$ cat src/rtl/chx_pkg.sv
package chx_pkg;

    localparam int VPI_W     = 12;
    localparam int VCI_W     = 16;
    localparam int CELL_LEN  = 53;
    localparam int HDR_LEN   = 5;
    localparam int RSVD_VCI  = 32;
    localparam logic [7:0] HEC_COSET = 8'h55;
    localparam logic [7:0] HEC_POLY  = 8'h07;

    typedef logic [HDR_LEN-1:0][7:0] hdr_t;

    typedef enum logic [1:0] {
        CK_FWD,
        CK_CTRL,
        CK_DROP
    } cell_kind_e;

    typedef enum logic [1:0] {
        WAIT_SOC,
        HEADER,
        PAYLOAD
    } in_state_e;

    function automatic logic [7:0] hec_of(input logic [31:0] h);
        logic [7:0] crc;
        logic       fb;
        crc = '0;
        for (int i = 31; i >= 0; i--) begin
            fb  = crc[7] ^ h[i];
            crc = {crc[6:0], 1'b0};
            if (fb) crc = crc ^ HEC_POLY;
        end
        return crc ^ HEC_COSET;
    endfunction

endpackage

$ cat src/rtl/chx_delay.sv
module chx_delay #(
    parameter int W     = 10,
    parameter int DEPTH = 5
) (
    input  logic         clk,
    input  logic         rst_n,
    input  logic [W-1:0] d,
    output logic [W-1:0] q
);

    logic [DEPTH-1:0][W-1:0] stg_q;

    generate
        if (DEPTH == 1) begin : g_single
            always_ff @(posedge clk or negedge rst_n) begin
                if (!rst_n) stg_q <= '0;
                else        stg_q <= d;
            end
        end else begin : g_chain
            always_ff @(posedge clk or negedge rst_n) begin
                if (!rst_n) stg_q <= '0;
                else        stg_q <= {stg_q[DEPTH-2:0], d};
            end
        end
    endgenerate

    assign q = stg_q[DEPTH-1];

endmodule

$ cat src/rtl/chx_map.sv
module chx_map
    import chx_pkg::*;
#(
    parameter int N_ENT  = 16,
    parameter int PORT_W = 4,
    localparam int AW    = $clog2(N_ENT)
) (
    input  logic              clk,
    input  logic              rst_n,
    input  logic              wr_en,
    input  logic [AW-1:0]     wr_addr,
    input  logic              wr_valid,
    input  logic [VPI_W-1:0]  wr_key_vpi,
    input  logic [VCI_W-1:0]  wr_key_vci,
    input  logic [VPI_W-1:0]  wr_new_vpi,
    input  logic [VCI_W-1:0]  wr_new_vci,
    input  logic [PORT_W-1:0] wr_port,
    input  logic [VPI_W-1:0]  lk_vpi,
    input  logic [VCI_W-1:0]  lk_vci,
    input  logic              lk_vc_mode,
    output logic              hit,
    output logic [VPI_W-1:0]  hit_vpi,
    output logic [VCI_W-1:0]  hit_vci,
    output logic [PORT_W-1:0] hit_port
);

    logic [N_ENT-1:0]  vld_q;
    logic [VPI_W-1:0]  kvpi_q [N_ENT];
    logic [VCI_W-1:0]  kvci_q [N_ENT];
    logic [VPI_W-1:0]  nvpi_q [N_ENT];
    logic [VCI_W-1:0]  nvci_q [N_ENT];
    logic [PORT_W-1:0] port_q [N_ENT];
    logic [N_ENT-1:0]  match;
    logic [AW-1:0]     sel;

    always_ff @(posedge clk or negedge rst_n) begin
        if (!rst_n)     vld_q <= '0;
        else if (wr_en) vld_q[wr_addr] <= wr_valid;
    end

    always_ff @(posedge clk) begin
        if (wr_en) begin
            kvpi_q[wr_addr] <= wr_key_vpi;
            kvci_q[wr_addr] <= wr_key_vci;
            nvpi_q[wr_addr] <= wr_new_vpi;
            nvci_q[wr_addr] <= wr_new_vci;
            port_q[wr_addr] <= wr_port;
        end
    end

    generate
        for (genvar e = 0; e < N_ENT; e++) begin : g_cmp
            assign match[e] = vld_q[e] && (kvpi_q[e] == lk_vpi) &&
                              (!lk_vc_mode || (kvci_q[e] == lk_vci));
        end
    endgenerate

    always_comb begin
        hit = 1'b0;
        sel = '0;
        for (int e = N_ENT - 1; e >= 0; e--) begin
            if (match[e]) begin
                hit = 1'b1;
                sel = AW'(e);
            end
        end
    end

    assign hit_vpi  = nvpi_q[sel];
    assign hit_vci  = nvci_q[sel];
    assign hit_port = port_q[sel];

endmodule

$ cat src/rtl/chx_hdr_build.sv
module chx_hdr_build
    import chx_pkg::*;
#(
    parameter int PORT_W = 4
) (
    input  hdr_t              hb_in,
    input  logic              nni,
    input  logic              vc_mode,
    input  logic              hec_err,
    output logic [VPI_W-1:0]  lk_vpi,
    output logic [VCI_W-1:0]  lk_vci,
    input  logic              map_hit,
    input  logic [VPI_W-1:0]  map_vpi,
    input  logic [VCI_W-1:0]  map_vci,
    input  logic [PORT_W-1:0] map_port,
    output cell_kind_e        kind,
    output logic [PORT_W-1:0] port,
    output logic              miss,
    output hdr_t              hb_out
);

    logic [VCI_W-1:0] new_vci;
    hdr_t             rw;

    assign lk_vpi = nni ? {hb_in[0], hb_in[1][7:4]}
                        : {4'h0, hb_in[0][3:0], hb_in[1][7:4]};
    assign lk_vci = {hb_in[1][3:0], hb_in[2], hb_in[3][7:4]};

    assign new_vci = vc_mode ? map_vci : lk_vci;

    always_comb begin
        rw[0] = nni ? map_vpi[11:4] : {4'h0, map_vpi[7:4]};
        rw[1] = {map_vpi[3:0], new_vci[15:12]};
        rw[2] = new_vci[11:4];
        rw[3] = {new_vci[3:0], hb_in[3][3:0]};
        rw[4] = hec_of({rw[0], rw[1], rw[2], rw[3]});
    end

    always_comb begin
        miss = 1'b0;
        if (hec_err)                     kind = CK_DROP;
        else if (hb_in[3][3])            kind = CK_CTRL;
        else if (lk_vci < VCI_W'(RSVD_VCI)) kind = CK_CTRL;
        else if (!map_hit) begin
            kind = CK_DROP;
            miss = 1'b1;
        end else                         kind = CK_FWD;
    end

    assign port   = (kind == CK_FWD) ? map_port : '0;
    assign hb_out = (kind == CK_FWD) ? rw : hb_in;

endmodule

$ cat src/rtl/cell_hdr_xlat.sv
module cell_hdr_xlat
    import chx_pkg::*;
#(
    parameter int N_ENT  = 16,
    parameter int PORT_W = 4,
    parameter int CNT_W  = 16,
    localparam int AW    = $clog2(N_ENT)
) (
    input  logic              clk,
    input  logic              rst_n,
    input  logic              cfg_nni,
    input  logic              cfg_vc_mode,
    input  logic              in_valid,
    input  logic              in_sop,
    input  logic [7:0]        in_byte,
    input  logic              in_hec_err,
    input  logic              tbl_we,
    input  logic [AW-1:0]     tbl_addr,
    input  logic              tbl_valid,
    input  logic [11:0]       tbl_key_vpi,
    input  logic [15:0]       tbl_key_vci,
    input  logic [11:0]       tbl_new_vpi,
    input  logic [15:0]       tbl_new_vci,
    input  logic [PORT_W-1:0] tbl_port,
    output logic              out_valid,
    output logic              out_sop,
    output logic [7:0]        out_byte,
    output logic [PORT_W-1:0] out_port,
    output logic              out_ctrl,
    output logic              out_drop,
    output logic [CNT_W-1:0]  miss_count
);

    localparam int IDX_W = $clog2(CELL_LEN);
    localparam int DLY_W = 10;

    in_state_e        state_q, state_d;
    logic [IDX_W-1:0] idx_q;
    logic [3:0][7:0]  hcap_q;
    logic             err_q;
    logic             soc;
    logic             lk_fire;

    hdr_t              hb_cur, hb_new;
    logic [VPI_W-1:0]  lk_vpi, m_vpi;
    logic [VCI_W-1:0]  lk_vci, m_vci;
    logic              m_hit, b_miss;
    logic [PORT_W-1:0] m_port, b_port;
    cell_kind_e        b_kind;

    cell_kind_e        dkind_q, ckind_q;
    logic [PORT_W-1:0] dport_q;
    hdr_t              dhdr_q, chdr_q;
    logic [IDX_W-1:0]  oidx_q;

    logic [DLY_W-1:0]  tail;
    logic              t_valid, t_sop;
    logic [7:0]        t_byte;

    assign soc     = in_valid && in_sop;
    assign lk_fire = (state_q == HEADER) && in_valid && !in_sop &&
                     (idx_q == IDX_W'(HDR_LEN - 1));

    // input state register
    always_ff @(posedge clk or negedge rst_n) begin
        if (!rst_n) state_q <= WAIT_SOC;
        else        state_q <= state_d;
    end

    always_comb begin
        state_d = state_q;
        unique case (state_q)
            WAIT_SOC: if (soc) state_d = HEADER;
            HEADER:   if (soc) state_d = HEADER;
                      else if (lk_fire) state_d = PAYLOAD;
            PAYLOAD:  if (soc) state_d = HEADER;
                      else if (in_valid && idx_q == IDX_W'(CELL_LEN - 1))
                          state_d = WAIT_SOC;
            default:  state_d = WAIT_SOC;
        endcase
    end

    // header capture and decision
    always_ff @(posedge clk or negedge rst_n) begin
        if (!rst_n) begin
            idx_q      <= '0;
            hcap_q     <= '0;
            err_q      <= 1'b0;
            dkind_q    <= CK_DROP;
            dport_q    <= '0;
            dhdr_q     <= '0;
            miss_count <= '0;
        end else begin
            if (soc) begin
                idx_q     <= IDX_W'(1);
                hcap_q[0] <= in_byte;
                err_q     <= in_hec_err;
            end else if (in_valid && state_q != WAIT_SOC) begin
                idx_q <= idx_q + 1'b1;
                if (state_q == HEADER && idx_q < IDX_W'(HDR_LEN - 1))
                    hcap_q[idx_q[1:0]] <= in_byte;
            end
            if (lk_fire) begin
                dkind_q <= b_kind;
                dport_q <= b_port;
                dhdr_q  <= hb_new;
                if (b_miss) miss_count <= miss_count + 1'b1;
            end
        end
    end

    assign hb_cur = {in_byte, hcap_q[3], hcap_q[2], hcap_q[1], hcap_q[0]};

    chx_map #(.N_ENT(N_ENT), .PORT_W(PORT_W)) i_map (
        .clk        (clk),
        .rst_n      (rst_n),
        .wr_en      (tbl_we),
        .wr_addr    (tbl_addr),
        .wr_valid   (tbl_valid),
        .wr_key_vpi (tbl_key_vpi),
        .wr_key_vci (tbl_key_vci),
        .wr_new_vpi (tbl_new_vpi),
        .wr_new_vci (tbl_new_vci),
        .wr_port    (tbl_port),
        .lk_vpi     (lk_vpi),
        .lk_vci     (lk_vci),
        .lk_vc_mode (cfg_vc_mode),
        .hit        (m_hit),
        .hit_vpi    (m_vpi),
        .hit_vci    (m_vci),
        .hit_port   (m_port)
    );

    chx_hdr_build #(.PORT_W(PORT_W)) i_build (
        .hb_in    (hb_cur),
        .nni      (cfg_nni),
        .vc_mode  (cfg_vc_mode),
        .hec_err  (err_q),
        .lk_vpi   (lk_vpi),
        .lk_vci   (lk_vci),
        .map_hit  (m_hit),
        .map_vpi  (m_vpi),
        .map_vci  (m_vci),
        .map_port (m_port),
        .kind     (b_kind),
        .port     (b_port),
        .miss     (b_miss),
        .hb_out   (hb_new)
    );

    chx_delay #(.W(DLY_W), .DEPTH(HDR_LEN)) i_dly (
        .clk   (clk),
        .rst_n (rst_n),
        .d     ({in_valid, soc, in_byte}),
        .q     (tail)
    );

    assign {t_valid, t_sop, t_byte} = tail;

    // output stage
    always_ff @(posedge clk or negedge rst_n) begin
        if (!rst_n) begin
            ckind_q   <= CK_DROP;
            chdr_q    <= '0;
            oidx_q    <= '0;
            out_valid <= 1'b0;
            out_sop   <= 1'b0;
            out_byte  <= '0;
            out_port  <= '0;
            out_ctrl  <= 1'b0;
            out_drop  <= 1'b0;
        end else if (t_sop) begin
            ckind_q   <= dkind_q;
            chdr_q    <= dhdr_q;
            oidx_q    <= IDX_W'(1);
            out_valid <= (dkind_q != CK_DROP);
            out_sop   <= (dkind_q != CK_DROP);
            out_drop  <= (dkind_q == CK_DROP);
            out_byte  <= dhdr_q[0];
            out_port  <= dport_q;
            out_ctrl  <= (dkind_q == CK_CTRL);
        end else if (t_valid) begin
            if (oidx_q < IDX_W'(CELL_LEN - 1)) oidx_q <= oidx_q + 1'b1;
            out_valid <= (ckind_q != CK_DROP);
            out_sop   <= 1'b0;
            out_drop  <= 1'b0;
            out_byte  <= (oidx_q < IDX_W'(HDR_LEN)) ? chdr_q[oidx_q[2:0]] : t_byte;
        end else begin
            out_valid <= 1'b0;
            out_sop   <= 1'b0;
            out_drop  <= 1'b0;
        end
    end

endmodule

$ cat config.mk
export PLATFORM = sky130hd
export DESIGN_NAME = cell_hdr_xlat
export DESIGN_NICKNAME = d
export VERILOG_FILES = /design/src/rtl/chx_pkg.sv /design/src/rtl/chx_delay.sv /design/src/rtl/chx_map.sv /design/src/rtl/chx_hdr_build.sv /design/src/rtl/cell_hdr_xlat.sv
export SDC_FILE = /design/constraint.sdc
export NUM_CORES = 2
export LEC_CHECK = 0
export ABC_AREA = 1
export BUFFER_PORTS_ARGS = -buffer_cell sky130_fd_sc_hd__buf_2
export CAP_MARGIN = 20
export CORE_MARGIN = 5
export CORE_UTILIZATION = 40
export DETAILED_ROUTE_END_ITERATION = 8
export PLACE_DENSITY_LB_ADDON = 0.08
export SLEW_MARGIN = 20
export SYNTH_ARGS = -nofsm -noshare
export SYNTH_HDL_FRONTEND = slang
export SYNTH_HIERARCHICAL = 1
export SYNTH_SLANG_ARGS = --single-unit
$ cat constraint.sdc
create_clock -name clk -period 6.6 [get_ports clk]
set_input_delay 1.32 -clock clk [delete_from_list [all_inputs] [get_ports clk]]
set_output_delay 1.32 -clock clk [all_outputs]
set_load 0.005 [all_outputs]
==> flow_summary.yaml <==
worst_setup_path:
  r2r_slack_ps: 520
  r2r_end: "dhdr_q[33]$_DFFE_PN0P_"
  crit_required_ps: 7220
  reg2reg_depth: 37
  r2r-start: "hb_cur[8]$_DFFE_PN0P_"
  cp.arrival_ps: 6700
  crit_end: "dhdr_q[33]$_DFFE_PN0P_"
  path_max_fanout: 26
  crit_type: "reg2reg"
  crit_top_cell: "nand2_1"
  cp-start-kind: "register"
  startpoint: "hb_cur[8]$_DFFE_PN0P_"
  cp_slowest_cell: "o41ai_4"
  max_stage_delay_ps: 750
  end_kind: "register"
timing:
  postLayoutSetupSlackWorst_ps: 518.2
  final-hold-violation-count: 0
  drv_slew: 0
  grt_setup_unrepaired: "no"
  setup_viol: 0
  max_freq_mhz: 164.4
  period_share_pct: 92.15
  finClkSkew_ps: 20.01
  worst_pin_slew_ps: 1142
  maxSlewHeadroom_pct: 23.88
  fin_crit_ps: 6082
clocking:
  root_buffer: "clkbuf_16"
  clock_latency_ps: 780
  cts-htree-levels: 4
  cts_buffers: 138
  clk_pin_slew_ps: 60
  cts_buffer_depth: 3
  cts_tree: "done"
  clkSinkCount: 1193
route:
  drc: 0
  avgViaCountPerCell: 5.149
  ant_nets: 0
  drtPass1Iterations: 5
  wirelength_um: 179300
  first_iter_violations: 3600
  routedWlPerCell_um: 22.37
  vias: 41280
power_and_ir_drop:
  max-vdd-ir-drop_v: 0.0002032
  p_per_area_mw_per_mm2: 322.3
  leakagePower_nw: 27.05
  power_mw: 21.08
placed_design:
  hpwl_um: 116500
  post-place-ws_ps: -441.3
  gp_congestion: 0.8612
  numPortBuffers: 112
  dpl_cell_area_mm2: 0.06079
die:
  io_pins: 113
  num_rows: 137
  initial_core_util_pct: 40.34
  die_w_um: 385.6
  fp.dieH_um: 385.6
  core_mm2: 0.1399
  die_area_mm2: 0.1487
logic_synthesis:
  syn-num-nets: 5792
  synth_cells: 5704
  synth_edf_count: 960
  synth_top_family_by_area: "simple AND/OR/NAND/NOR gates"
  synth_compound_area_share_pct: 2.457
  ys_ff_latch: 1193
  avgSynthCellArea_um2: 9.892
  synthDistinctLibCells: 60
  synthSimpleGateAreaFrac_pct: 25.45
  ys_warn_count: 6
  synth_xor_area_share_pct: 4.275
  synthMuxAreaShare_pct: 0
  synth_ff_type: "edfxtp_1"
  yosysSeqAreaShare_pct: 61.43
  async_flop_share_pct: 19.53
  synthAdderAreaFrac_pct: 0.1552
  synth_area_mm2: 0.05642
hold_path:
  hold_class: "reg2reg"
  hold_depth: 0
finish:
  layout-drive-gt1-share_pct: 14.60
  syn_to_final_growth_pct: 15.95
  final_area_mm2: 0.06542
  layout_common_cells: "1,715 x nand2_1, 960 x edfxtp_1, 678 x nand3_1"
  final_common_cell: "nand2_1"
  layout.nets: 6110
global_routing:
  grt_pass1_vias: 39940
  grt_max_degree: 136
  grt_antenna_before_repair: 11
  overflow: 0
  grt_pass1_wl_um: 264900
  grt_usage_pct: 24.00
run:
  max-cap-violations: 0
run_status:
  status: "complete, no violations"
registers in the layout, indices dropped and copies added, names as in the netlist, 4 cells and up:
name and cells:
i_map/kvci_q 256, i_map/nvci_q 256, i_map/kvpi_q 192, i_map/nvpi_q 192, i_map/port_q 64, chdr_q 40
dhdr_q 40, i_dly/stg_q 40, hb_cur 32, i_map/vld_q 16, miss_count 16, i_dly/q 10
out_byte 8, idx_q 6, oidx_q 6, dport_q 4, out_port 4
cell type report:
class,instances,area [µm²]
fillers,13260,74450
flip-flops and latches,1193,34670
multi-input cells,3743,18560
clock buffers,179,3687
repair buffers,456,3676
well taps,1876,2347
inverters,490,1851
clock inverters,74,625.6
diodes,5,12.51
Yosys cell counts, drive strengths merged, types with 2 or more instances:
library cell / number / area (µm²)
o41ai: 8 / 92.59
a2111oi: 6 / 52.55
xnor2: 182 / 1594
nor4: 83 / 519.3
nand3: 694 / 3546
a21oi: 15 / 78.83
nand4: 114 / 740.7
dfstp: 2 / 52.55
or2: 56 / 352.8
ha: 7 / 87.58
nand2: 1780 / 6842
buf: 223 / 1471
o22ai: 5 / 31.28
clkbuf: 55 / 206.5
nor2: 357 / 1384
nor3: 78 / 395.4
o2111ai: 7 / 61.31
xor2: 90 / 818.3
a21boi: 8 / 60.06
o21a: 9 / 67.56
inv: 488 / 1832
o21ai: 162 / 912.1
or4: 2 / 15.01
and3: 4 / 25.02
dfrtp: 231 / 5781
nand3b: 65 / 488.0
clkinv: 2 / 7.510
nor4b: 2 / 17.52
nor3b: 3 / 22.52
edfxtp: 960 / 28830
what timing repair did:
item,CTS,global route
gates resized for setup,0,43
setup endpoints to repair,0,8
hold buffers,0,0
setup buffers,0,7
cell families after synthesis:
logic type / after synthesis
adders and majority gates: 7
xor gates and xnor gates: 272
and+or+nand+nor: 3240
DFF: 1193
buffers and inverters: 768
AOI/OAI and AO/OA: 224
worst min path at each step:
stage,from,to
final,i_dly/stg_q[37]$_DFF_PN0_,i_dly/q[7]$_DFF_PN0_
after detailed placement,i_dly/stg_q[2]$_DFF_PN0_,i_dly/stg_q[12]$_DFF_PN0_
after CTS,i_dly/stg_q[10]$_DFF_PN0_,i_dly/stg_q[20]$_DFF_PN0_
after global routing,i_dly/stg_q[2]$_DFF_PN0_,i_dly/stg_q[12]$_DFF_PN0_
after floorplan,i_dly/stg_q[30]$_DFF_PN0_,i_dly/q[0]$_DFF_PN0_
after global placement,i_dly/stg_q[26]$_DFF_PN0_,i_dly/stg_q[36]$_DFF_PN0_
through the flow:
stage | std cells | util (%) | setup TNS [ps] | hold WS, ps
final | 8016 | 46.77 | 0 | 346.4
after detailed placement | 7748 | 43.46 | -3296 | 334.7
after CTS | 8001 | 46.55 | 0 | 347.5
after floorplan | 5704 | - | 0 | 331.2
after global placement | 7748 | 43.46 | -2504 | 332.6
after global routing | 8011 | 46.76 | 0 | 352.6
metal layers:
layer,share of wire [%],global-route usage [%],vias up,wire (µm)
li1,-,-,19740,-
met1,46,34.53,20110,83360
met2,46,38.45,1183,82050
met3,5.4,3.483,241,9745
met4,2.3,5.975,8,4068
met5,0.034,0,-,61
critical path: cells and delay by family, from the launching register on:
kind / cells / cell delay, ps
AOI/OAI and AO/OA: 2 / 820
xor gates and xnor gates: 1 / 140
buffers and inverters: 7 / 1070
DFF: 1 / 670
and+or+nand+nor: 27 / 3170
power breakdown:
part | internal [mW] | total (mW) | switching (mW)
logic | 1.70 | 4.86 | 3.16
registers | 8.56 | 8.94 | 0.381
clock network | 4.07 | 7.28 | 3.21
total | 14.3 | 21.1 | 6.76
Note: power is estimated with default switching activity, not from simulation.
